### src/rtl/bkpt_pkg.sv
// Shared constants for the breakpoint comparator: register select codes
// and the bit positions of the control word.
package bkpt_pkg;
    localparam int NUM_UNITS = 2;
    localparam int CTRL_W    = 8;

    typedef enum logic [2:0] {
        SEL_ADDR_VAL = 3'd0,
        SEL_ADDR_MSK = 3'd1,
        SEL_DATA_VAL = 3'd2,
        SEL_DATA_MSK = 3'd3,
        SEL_CTRL     = 3'd4,
        SEL_CTRL_MSK = 3'd5
    } cfg_sel_e;

    localparam int CB_WRITE = 0;
    localparam int CB_SZ_LO = 1;
    localparam int CB_SZ_HI = 2;
    localparam int CB_DATA  = 3;
    localparam int CB_FIQ   = 4;
    localparam int CB_IRQ   = 5;
    localparam int CB_CHAIN = 6;
    localparam int CB_RANGE = 7;

    localparam logic [1:0] SIZE_RSVD  = 2'b11;
    localparam logic [1:0] FETCH_SIZE = 2'b10;
endpackage

### src/rtl/bkpt_unit_regs.sv
// Register set of one breakpoint unit.
// Assumes a single-cycle write strobe. UNIT_IDX selects whether the
// link bits (chain/range) are kept or forced to zero as reserved.
module bkpt_unit_regs
    import bkpt_pkg::*;
#(
    parameter int ADDR_W   = 32,
    parameter int DATA_W   = 32,
    parameter int CFG_W    = 32,
    parameter int UNIT_IDX = 0
) (
    input  logic              clk,
    input  logic              rst_n,
    input  logic              we,
    input  logic [2:0]        sel,
    input  logic [CFG_W-1:0]  wdata,
    output logic [ADDR_W-1:0] addr_val,
    output logic [ADDR_W-1:0] addr_msk,
    output logic [DATA_W-1:0] data_val,
    output logic [DATA_W-1:0] data_msk,
    output logic [CTRL_W-1:0] ctrl,
    output logic [CTRL_W-1:0] ctrl_msk
);
    // Only unit 0 keeps the link bits.
    localparam logic [CTRL_W-1:0] CTRL_KEEP = (UNIT_IDX == 0) ? 8'hFF : 8'h3F;

    // Write the selected register; clear all on reset.
    always_ff @(posedge clk) begin
        if (!rst_n) begin
            addr_val <= '0;
            addr_msk <= '0;
            data_val <= '0;
            data_msk <= '0;
            ctrl     <= '0;
            ctrl_msk <= '0;
        end else if (we) begin
            case (cfg_sel_e'(sel))
                SEL_ADDR_VAL: addr_val <= wdata[ADDR_W-1:0];
                SEL_ADDR_MSK: addr_msk <= wdata[ADDR_W-1:0];
                SEL_DATA_VAL: data_val <= wdata[DATA_W-1:0];
                SEL_DATA_MSK: data_msk <= wdata[DATA_W-1:0];
                SEL_CTRL:     ctrl     <= wdata[CTRL_W-1:0] & CTRL_KEEP;
                SEL_CTRL_MSK: ctrl_msk <= wdata[CTRL_W-1:0];
                default: ;
            endcase
        end
    end
endmodule

### src/rtl/bkpt_unit_match.sv
// Combinational compare of one unit against the current access.
// Assumes fetch and data ports are sampled in the same cycle. Range mode
// replaces the masked address compare with an inclusive bound check.
module bkpt_unit_match
    import bkpt_pkg::*;
#(
    parameter int ADDR_W = 32,
    parameter int DATA_W = 32
) (
    input  logic [ADDR_W-1:0] addr_val,
    input  logic [ADDR_W-1:0] addr_msk,
    input  logic [DATA_W-1:0] data_val,
    input  logic [DATA_W-1:0] data_msk,
    input  logic [CTRL_W-1:0] ctrl,
    input  logic [CTRL_W-1:0] ctrl_msk,
    input  logic              range_en,
    input  logic [ADDR_W-1:0] range_hi,
    input  logic              fetch_valid,
    input  logic [ADDR_W-1:0] fetch_addr,
    input  logic              acc_valid,
    input  logic [ADDR_W-1:0] acc_addr,
    input  logic [DATA_W-1:0] acc_data,
    input  logic [1:0]        acc_size,
    input  logic              acc_write,
    input  logic              cpu_fiq,
    input  logic              cpu_irq,
    output logic              raw_match,
    output logic              is_load
);
    logic              use_data;
    logic              port_valid;
    logic [ADDR_W-1:0] obs_addr;
    logic [CTRL_W-1:0] obs_attr;
    logic              addr_ok, data_ok, ctrl_ok, size_bad;

    // Pick the watched port and build the observed attribute byte.
    always_comb begin
        use_data   = ctrl[CB_DATA];
        port_valid = use_data ? acc_valid : fetch_valid;
        obs_addr   = use_data ? acc_addr : fetch_addr;
        obs_attr   = {ctrl[CB_RANGE:CB_CHAIN], cpu_irq, cpu_fiq, use_data,
                      (use_data ? acc_size : FETCH_SIZE),
                      (use_data & acc_write)};
    end

    // Evaluate each field under its ignore mask.
    always_comb begin
        if (range_en)
            addr_ok = (obs_addr >= addr_val) && (obs_addr <= range_hi);
        else
            addr_ok = ((obs_addr ^ addr_val) & ~addr_msk) == '0;
        data_ok   = !use_data || (((acc_data ^ data_val) & ~data_msk) == '0);
        ctrl_ok   = ((obs_attr ^ ctrl) & ~ctrl_msk) == '0;
        size_bad  = (ctrl[CB_SZ_HI:CB_SZ_LO] == SIZE_RSVD) ||
                    (use_data && acc_size == SIZE_RSVD);
        raw_match = port_valid && addr_ok && data_ok && ctrl_ok && !size_bad;
        is_load   = use_data && !acc_write;
    end
endmodule

### src/rtl/bkpt_compare_pair.sv
// Two-unit masked breakpoint comparator.
// Holds both register sets and compares every cycle. Unit 0 can be chained
// behind unit 1 or can take its upper address bound from unit 1.
// Hits and the load flag are registered. Assumes synchronous active-low reset.
module bkpt_compare_pair
    import bkpt_pkg::*;
#(
    parameter  int ADDR_W = 32,
    parameter  int DATA_W = 32,
    localparam int CFG_W  = (ADDR_W > DATA_W) ? ADDR_W : DATA_W
) (
    input  logic              clk,
    input  logic              rst_n,
    input  logic              cfg_we,
    input  logic              cfg_unit,
    input  logic [2:0]        cfg_sel,
    input  logic [CFG_W-1:0]  cfg_wdata,
    input  logic              fetch_valid,
    input  logic [ADDR_W-1:0] fetch_addr,
    input  logic              acc_valid,
    input  logic [ADDR_W-1:0] acc_addr,
    input  logic [DATA_W-1:0] acc_data,
    input  logic [1:0]        acc_size,
    input  logic              acc_write,
    input  logic              cpu_fiq,
    input  logic              cpu_irq,
    output logic [1:0]        hit,
    output logic [1:0]        hit_load
);
    logic [NUM_UNITS-1:0][ADDR_W-1:0] u_addr_val, u_addr_msk;
    logic [NUM_UNITS-1:0][DATA_W-1:0] u_data_val, u_data_msk;
    logic [NUM_UNITS-1:0][CTRL_W-1:0] u_ctrl, u_ctrl_msk;
    logic [NUM_UNITS-1:0]             u_raw, u_load, u_final;
    logic                             chain_armed_q;
    logic [1:0]                       hit_q, hit_load_q;

    for (genvar gi = 0; gi < NUM_UNITS; gi++) begin : g_unit
        bkpt_unit_regs #(
            .ADDR_W(ADDR_W), .DATA_W(DATA_W), .CFG_W(CFG_W), .UNIT_IDX(gi)
        ) regs_i (
            .clk(clk), .rst_n(rst_n),
            .we(cfg_we && (cfg_unit == gi[0])),
            .sel(cfg_sel), .wdata(cfg_wdata),
            .addr_val(u_addr_val[gi]), .addr_msk(u_addr_msk[gi]),
            .data_val(u_data_val[gi]), .data_msk(u_data_msk[gi]),
            .ctrl(u_ctrl[gi]), .ctrl_msk(u_ctrl_msk[gi])
        );

        bkpt_unit_match #(.ADDR_W(ADDR_W), .DATA_W(DATA_W)) match_i (
            .addr_val(u_addr_val[gi]), .addr_msk(u_addr_msk[gi]),
            .data_val(u_data_val[gi]), .data_msk(u_data_msk[gi]),
            .ctrl(u_ctrl[gi]), .ctrl_msk(u_ctrl_msk[gi]),
            .range_en((gi == 0) ? u_ctrl[0][CB_RANGE] : 1'b0),
            .range_hi(u_addr_val[NUM_UNITS-1]),
            .fetch_valid(fetch_valid), .fetch_addr(fetch_addr),
            .acc_valid(acc_valid), .acc_addr(acc_addr), .acc_data(acc_data),
            .acc_size(acc_size), .acc_write(acc_write),
            .cpu_fiq(cpu_fiq), .cpu_irq(cpu_irq),
            .raw_match(u_raw[gi]), .is_load(u_load[gi])
        );
    end

    // Gate unit 0 by the chain arming; unit 1 reports its raw compare.
    always_comb begin
        u_final[0] = u_raw[0] && (!u_ctrl[0][CB_CHAIN] || chain_armed_q);
        u_final[1] = u_raw[1];
    end

    // Arm on a unit 1 match; disarm on reset or any unit 0 write.
    always_ff @(posedge clk) begin
        if (!rst_n)
            chain_armed_q <= 1'b0;
        else if (cfg_we && cfg_unit == 1'b0)
            chain_armed_q <= 1'b0;
        else if (u_raw[1])
            chain_armed_q <= 1'b1;
    end

    // Register the hit pulses and capture the load flag on each hit.
    always_ff @(posedge clk) begin
        if (!rst_n) begin
            hit_q      <= '0;
            hit_load_q <= '0;
        end else begin
            hit_q <= u_final;
            for (int i = 0; i < NUM_UNITS; i++)
                if (u_final[i]) hit_load_q[i] <= u_load[i];
        end
    end

    assign hit      = hit_q;
    assign hit_load = hit_load_q;
endmodule

### config.mk
export PLATFORM = sky130hd
export DESIGN_NAME = bkpt_compare_pair
export DESIGN_NICKNAME = d
export VERILOG_FILES = /design/src/rtl/bkpt_pkg.sv /design/src/rtl/bkpt_unit_regs.sv /design/src/rtl/bkpt_unit_match.sv /design/src/rtl/bkpt_compare_pair.sv
export SDC_FILE = /design/constraint.sdc
export NUM_CORES = 1
export LEC_CHECK = 0
export ABC_AREA = 1
export CAP_MARGIN = 20
export CORE_ASPECT_RATIO = 0.8
export CORE_UTILIZATION = 40
export CTS_CLUSTER_SIZE = 20
export DETAILED_ROUTE_END_ITERATION = 10
export GPL_ROUTABILITY_DRIVEN = 0
export GPL_TIMING_DRIVEN = 1
export PLACE_DENSITY = 0.61
export SLEW_MARGIN = 30
export SYNTH_ARGS = -nofsm -noshare
export SYNTH_HDL_FRONTEND = slang
export SYNTH_SLANG_ARGS = --single-unit
export TNS_END_PERCENT = 5
### constraint.sdc
create_clock -name clk -period 3.25 [get_ports clk]
set_input_delay 0.8125 -clock clk [delete_from_list [all_inputs] [get_ports clk]]
set_output_delay 0.8125 -clock clk [all_outputs]
set_load 0.01 [all_outputs]
# --- Word level (Yosys, flattened, before mapping) ---
# Index checks and enable logic that the tools add are counted.
word_totals:
  register_bits: 291
  output_inout_bits: 4
classes:
  magnitude_cmp: 2
  eq_ne: 8
  n_mux: 7
  n_bitwise: 22
  n_reduce_logical: 47
ops:
  columns: ["op", "count"]
  rows:
  - ["32-bit AND", 4]
  - ["32-bit logical NOT", 4]
  - ["32-bit inverter", 4]
  - ["32-bit bitwise XOR", 4]
  - ["32-bit 2-to-1 mux", 2]
  - ["32-bit >= comparator", 1]
  - ["32-bit less-or-equal comparator", 1]
  - ["2-bit AND reduction", 12]
  - ["8-bit AND", 2]
  - ["1-bit logical AND", 16]
  - ["8-bit logical NOT", 2]
  - ["8-bit inverter", 2]
  - ["8-bit bitwise XOR", 1]
  - ["2-bit equality test (second input constant)", 3]
  - ["3-bit by 2-bit equality test with 1-bit output (second input constant)", 2]
  - ["3-bit equality test (second input constant)", 2]
  - ["1-bit logical NOT", 6]
  - ["6-bit bitwise XOR", 1]
  - ["1-bit logical OR", 5]
  - ["2-bit 2-to-1 mux", 2]
  - ["3-bit by 1-bit equality test with 1-bit output (second input constant)", 1]
  - ["3-bit logical NOT", 1]
  - ["1-bit 2-to-1 mux", 3]
  - ["1-bit AND", 2]
  - ["2 further kinds", 3]

# --- Logic depth before layout (Yosys ltp) ---
depth:
  ltp_word: 10
  depth_mapped: 23
  mapped_depth_nobuf: 21

# --- By module ---
# From an unflattened synthesis, not the netlist that was laid out.
hier_totals:
  cells_unflattened: 2795
  area_unflattened_um2: 17463.0
by_module_without_submodules:
  columns: ["module", "n_inst", "cells_per_inst", "area_each_um2"]
  rows:
  - ["bkpt_unit_regs (g_unit[0].regs_i)", 1, 831, 5766.8]
  - ["bkpt_unit_regs (g_unit[1].regs_i)", 1, 824, 5657.9]
  - ["bkpt_unit_match (g_unit[1].match_i)", 1, 557, 2925.3]
  - ["bkpt_unit_match (g_unit[0].match_i)", 1, 558, 2920.3]
  - ["bkpt_compare_pair", 1, 25, 192.7]

# --- Worst setup path after synthesis ---
# No wires, ideal clock.
synth_timing:
  path_type: "reg-to-reg"
  from: "reg g_unit[0].regs_i.ctrl[3]"
  to: "reg hit_load_q[0], in the netlist hit_load[0]"
  arrival_ps: 2377
  required_ps: 3135
  setup_slack_ps: 758
  stages_incl_launch_ff: 21
  n_path_buf: 3
  period_less_slack_ps: 2492
  path_cell_list: "dfxtp_1 -> clkbuf_1 -> clkbuf_1 -> buf_1 -> nand2_1 -> o21ai_0 -> ha_1 -> nand2_1 -> inv_1 -> nand2_1 -> nand2_1 -> o21ai_0 -> inv_1 -> nand2_1 -> nand2_1 -> nand2_1 -> nand2_1 -> nand2_1 -> nand2_1 -> a21oi_1 -> nor2_1"
synth_via:
  elab_chain_len: 10
  elab_cells_between_ends: 25
synth_rtl:
  columns: ["item", "line_no", "rtl"]
  rows:
  - ["start, declared", "bkpt_unit_regs.sv:21", "output logic [CTRL_W-1:0] ctrl,"]
  - ["start signal, assigned", "bkpt_unit_regs.sv:42", "SEL_CTRL: ctrl <= wdata[CTRL_W-1:0] & CTRL_KEEP;"]
  - ["parallel branches: the longest is 10 deep, another holds 32-bit >= comparator", null, null]
  - ["end signal, assigned by index", "bkpt_compare_pair.sv:87", "if (u_final[i]) hit_load_q[i] <= u_load[i];"]
  - ["end, declared", "bkpt_compare_pair.sv:35", "logic [1:0] hit_q, hit_load_q;"]
# Parallel ways; which one is timed is not known.
# A chain may end at the register's enable or synchronous reset.

# --- Worst setup path in the final report ---
# Same ends and word-level chain as after synthesis.

==> out/results.txt <==
Global routing finished with a remaining overflow of 0. The count of buffers added by post-CTS timing repair for setup is 0, and the first-pass GRT wire length is 67,800 um. Setup repair after global routing left no endpoint under its margin. The layout cell share with drive strength beyond 1 was 0.0448; the post-route DRC violation count was 0.

The logs give 6 for the first-pass detailed-route iteration total and 0.0136 ns for the worst clock skew on the final layout. The run gives 0.241 as the overall fraction of global-route tracks in use. In the final routed layout, each cell accounts on average for 16.3 um.

TritonCTS built the clock tree. The logs give 345 MHz for the upper clock frequency limit and 30 for the number of CTS-inserted buffers. Across the VDD grid, the largest voltage drop is 0.353 mV. The logs give 3 for the maximum number of buffers from clock root to sink and 1 for the number of H-tree branching levels. Insertion delay of the later-clocked pin in the worst-skew pair: 0.57 ns.

The final total negative setup slack was 0 ns; the mean instance size in the synthesized netlist was 6.76 um2. Area overhead of the layout relative to synthesis: 21.6%. Nature of the critical path endpoint: a flop. The run gives 3.71 ns as the required time of the critical path. The maximum number of pins on one net before global-route repair is 101, and the clock transition at the registers of the reported paths is 0.06 ns. For this block, the via count after detailed routing is 13,584. In the layout the commonest cells are sky130_fd_sc_hd__o21ai_0, sky130_fd_sc_hd__nor2_1, sky130_fd_sc_hd__nand2_1. The type of the tightest min-delay check was reg2reg. The synthesized netlist occupies a cell area of 0.0142 mm2. The number of synthesized register bits works out to 285. STA classifies the critical path startpoint as a flop. The logs give 0 for the count of instances resized after the clock tree is built and 31,600 um for the HPWL reported at the end of detailed placement.

The tools report the final hold violation count as 0. The number of placement rows was 61. The floorplan step defined a die boundary enclosing 0.0362 mm2. Switching power: 2070 uW. Master cell of the clock root buffer: sky130_fd_sc_hd__clkbuf_16.

During placement, the flow inserted port buffers numbering 145. Setup slack closes at 0.351 ns. The number of antenna violations at the first check in global routing is 0, and the number of ports placed on the die boundary is 146.

The library cell used most frequently in the layout, excluding fill and tap cells, is sky130_fd_sc_hd__o21ai_0. In this run the static leakage power is 0.00704 uW. The die is 170 um tall.

The number of global-route vias before repair is 12,360, and the power density relative to cell area is 486 mW/mm2. The logs give 43,900 um for the total wirelength of the detailed-routed design and 0 for the antenna diode instance count. The width of the die came out at 212 um. The type of the worst setup path was reg2reg. The post-layout minimum cycle time was 2.90 ns. The synthesized netlist cell count came out at 2,094. The tools report the TritonCTS sink count as 285.

In this run the worst path has a maximum fanout of 24. The run gives 0 as the final count of pins violating max slew. The detail route stage leaves a number of antenna-violating nets equal to 0. For this design, the CTS-stage hold fixing added 0 buffers. The fraction of the yosys area taken by sequential cells is 0.403, and the count of cell types in the netlist is 34.

The run finished with clean final reports. The run gives 0.0923 ns as the worst setup timing slack at the placement stage. The internal power of the cells totals 6290 uW. The tool flagged a number of max-cap violations equal to 0. Combinational power share: 0.117. For the number of setup violations in the final report, the log shows 0. The final critical-path share of the clock period was 0.892; the number of nets in the layout was 2,413. The sequential group share of total power was 0.431; the relative slew slack was 0.372. The proportion of total power due to net switching is 0.248. The starting utilization of the core area was 0.407; the worst path arrival time was 3.36 ns. The violation count after the first detailed-route iteration is 1,112, and the transition at the pin with the smallest max-transition slack is 0.941 ns. After floorplanning, the core was sized to cover 0.0348 mm2. When the netlist entered floorplanning its net count stood at 2,300.

The via density per instance was 5.03. The clock power share was 0.452. During synthesis, Yosys emitted a total of 0 warnings.
sequential cells by signal, summed over array words and instances (netlist names):
signal,count
hit,2
chain_armed_q,1
g_unit.regs_i.addr_msk,64
hit_load,2
g_unit.regs_i.ctrl,14
g_unit.regs_i.data_msk,64
g_unit.regs_i.addr_val,64
g_unit.regs_i.data_val,64
g_unit.regs_i.ctrl_msk,10
cell usage after synthesis (all sizes together):
cell / instances / share of area
nand2: 291 / 0.077
clkinv: 1 / 0.00026
inv: 255 / 0.068
o211ai: 4 / 0.0021
nand4: 7 / 0.0031
dfxtp: 285 / 0.40
nand3b: 3 / 0.0016
o221ai: 1 / 0.00062
o21ai: 399 / 0.14
xor2: 9 / 0.0056
a21oi: 241 / 0.085
clkbuf: 92 / 0.024
a21o: 1 / 0.00053
o22ai: 17 / 0.0075
nor2: 351 / 0.093
buf: 11 / 0.0048
mux2: 1 / 0.00079
ha: 64 / 0.057
o21a: 2 / 0.0011
o21bai: 1 / 0.00053
or2: 8 / 0.0035
xnor2: 9 / 0.0056
nand3: 30 / 0.011
nor4: 1 / 0.00044
nor3: 8 / 0.0028
a22oi: 1 / 0.00053
nor3b: 1 / 0.00053
metal layers:
layer | up-vias | global-route usage | share of wire
met3 | 61 | 0.0321 | 0.063
met2 | 410 | 0.384 | 0.44
li1 | 7025 | - | -
met5 | - | 0 | 0
met4 | 0 | 0.0660 | 0.025
met1 | 6088 | 0.341 | 0.47
metrics by stage:
stage	util	power, uW	cells	hold slack, ns	cell area (um2)
detailed placement	0.463	4660	2647	0.435	16100
finish	0.495	8360	2702	0.443	17200
global route	0.495	8690	2702	0.470	17200
floorplan	-	4200	2094	0.423	14200
CTS	0.495	8430	2702	0.444	17200
global placement	0.463	4640	2647	0.431	16100
cell families after synthesis:
family          after synthesis  synth area share
fa+ha+maj                    64            0.0565
xor+xnor                     18            0.0111
simple gates                700             0.193
flops                       285             0.403
compound gates              667             0.239
buf+inv                     359            0.0970
mux                           1          0.000795
worst paths after layout:
path                                 startpoint                       endpoint  slack (ns)  cells past startpoint
hold / removal    g_unit[1].regs_i.addr_msk[21]  g_unit[1].regs_i.addr_msk[21]        0.44                      2
setup reg to reg       g_unit[0].regs_i.ctrl[3]                    hit_load[0]        0.35                     14
hold reg to reg   g_unit[1].regs_i.addr_msk[21]  g_unit[1].regs_i.addr_msk[21]        0.44                      2
setup / recovery       g_unit[0].regs_i.ctrl[3]                    hit_load[0]        0.35                     14
area by class of cell:
cell class	instances	area (um2)
fill	3512	17600
multi-input combinational	1450	7100
sequential	285	5710
timing repair buffer	184	1770
inverter	256	962
clock buffer	43	901
tap	472	591
clock inverter	12	191
critical path, cell delays in order, from the launching register on:
cell and delay (ns):
sky130_fd_sc_hd__dfxtp_2 0.71, sky130_fd_sc_hd__buf_4 0.28, sky130_fd_sc_hd__mux2_2 0.38, sky130_fd_sc_hd__ha_1 0.30
sky130_fd_sc_hd__o22ai_1 0.07, sky130_fd_sc_hd__nor2_1 0.11, sky130_fd_sc_hd__nand2_1 0.08, sky130_fd_sc_hd__nor2_1 0.17
sky130_fd_sc_hd__nand2_1 0.08, sky130_fd_sc_hd__nand2_1 0.06, sky130_fd_sc_hd__nand2_1 0.04, sky130_fd_sc_hd__a21oi_1 0.25
sky130_fd_sc_hd__nand3_1 0.11, sky130_fd_sc_hd__nand2_1 0.07, sky130_fd_sc_hd__nor2_1 0.04
power groups by stage:
| stage | Clock, uW | Sequential (uW) | Combinational (uW) |
|---|---|---|---|
| 2_1_floorplan | 0 | 3670 | 525 |
| 3_3_place_gp | 0 | 3680 | 964 |
| 3_5_place_dp | 0 | 3680 | 976 |
| 4_1_cts | 3840 | 3610 | 981 |
| 5_1_grt | 3980 | 3610 | 1100 |
| 6_report | 3770 | 3610 | 980 |
Power figures use the tool's default switching activity.
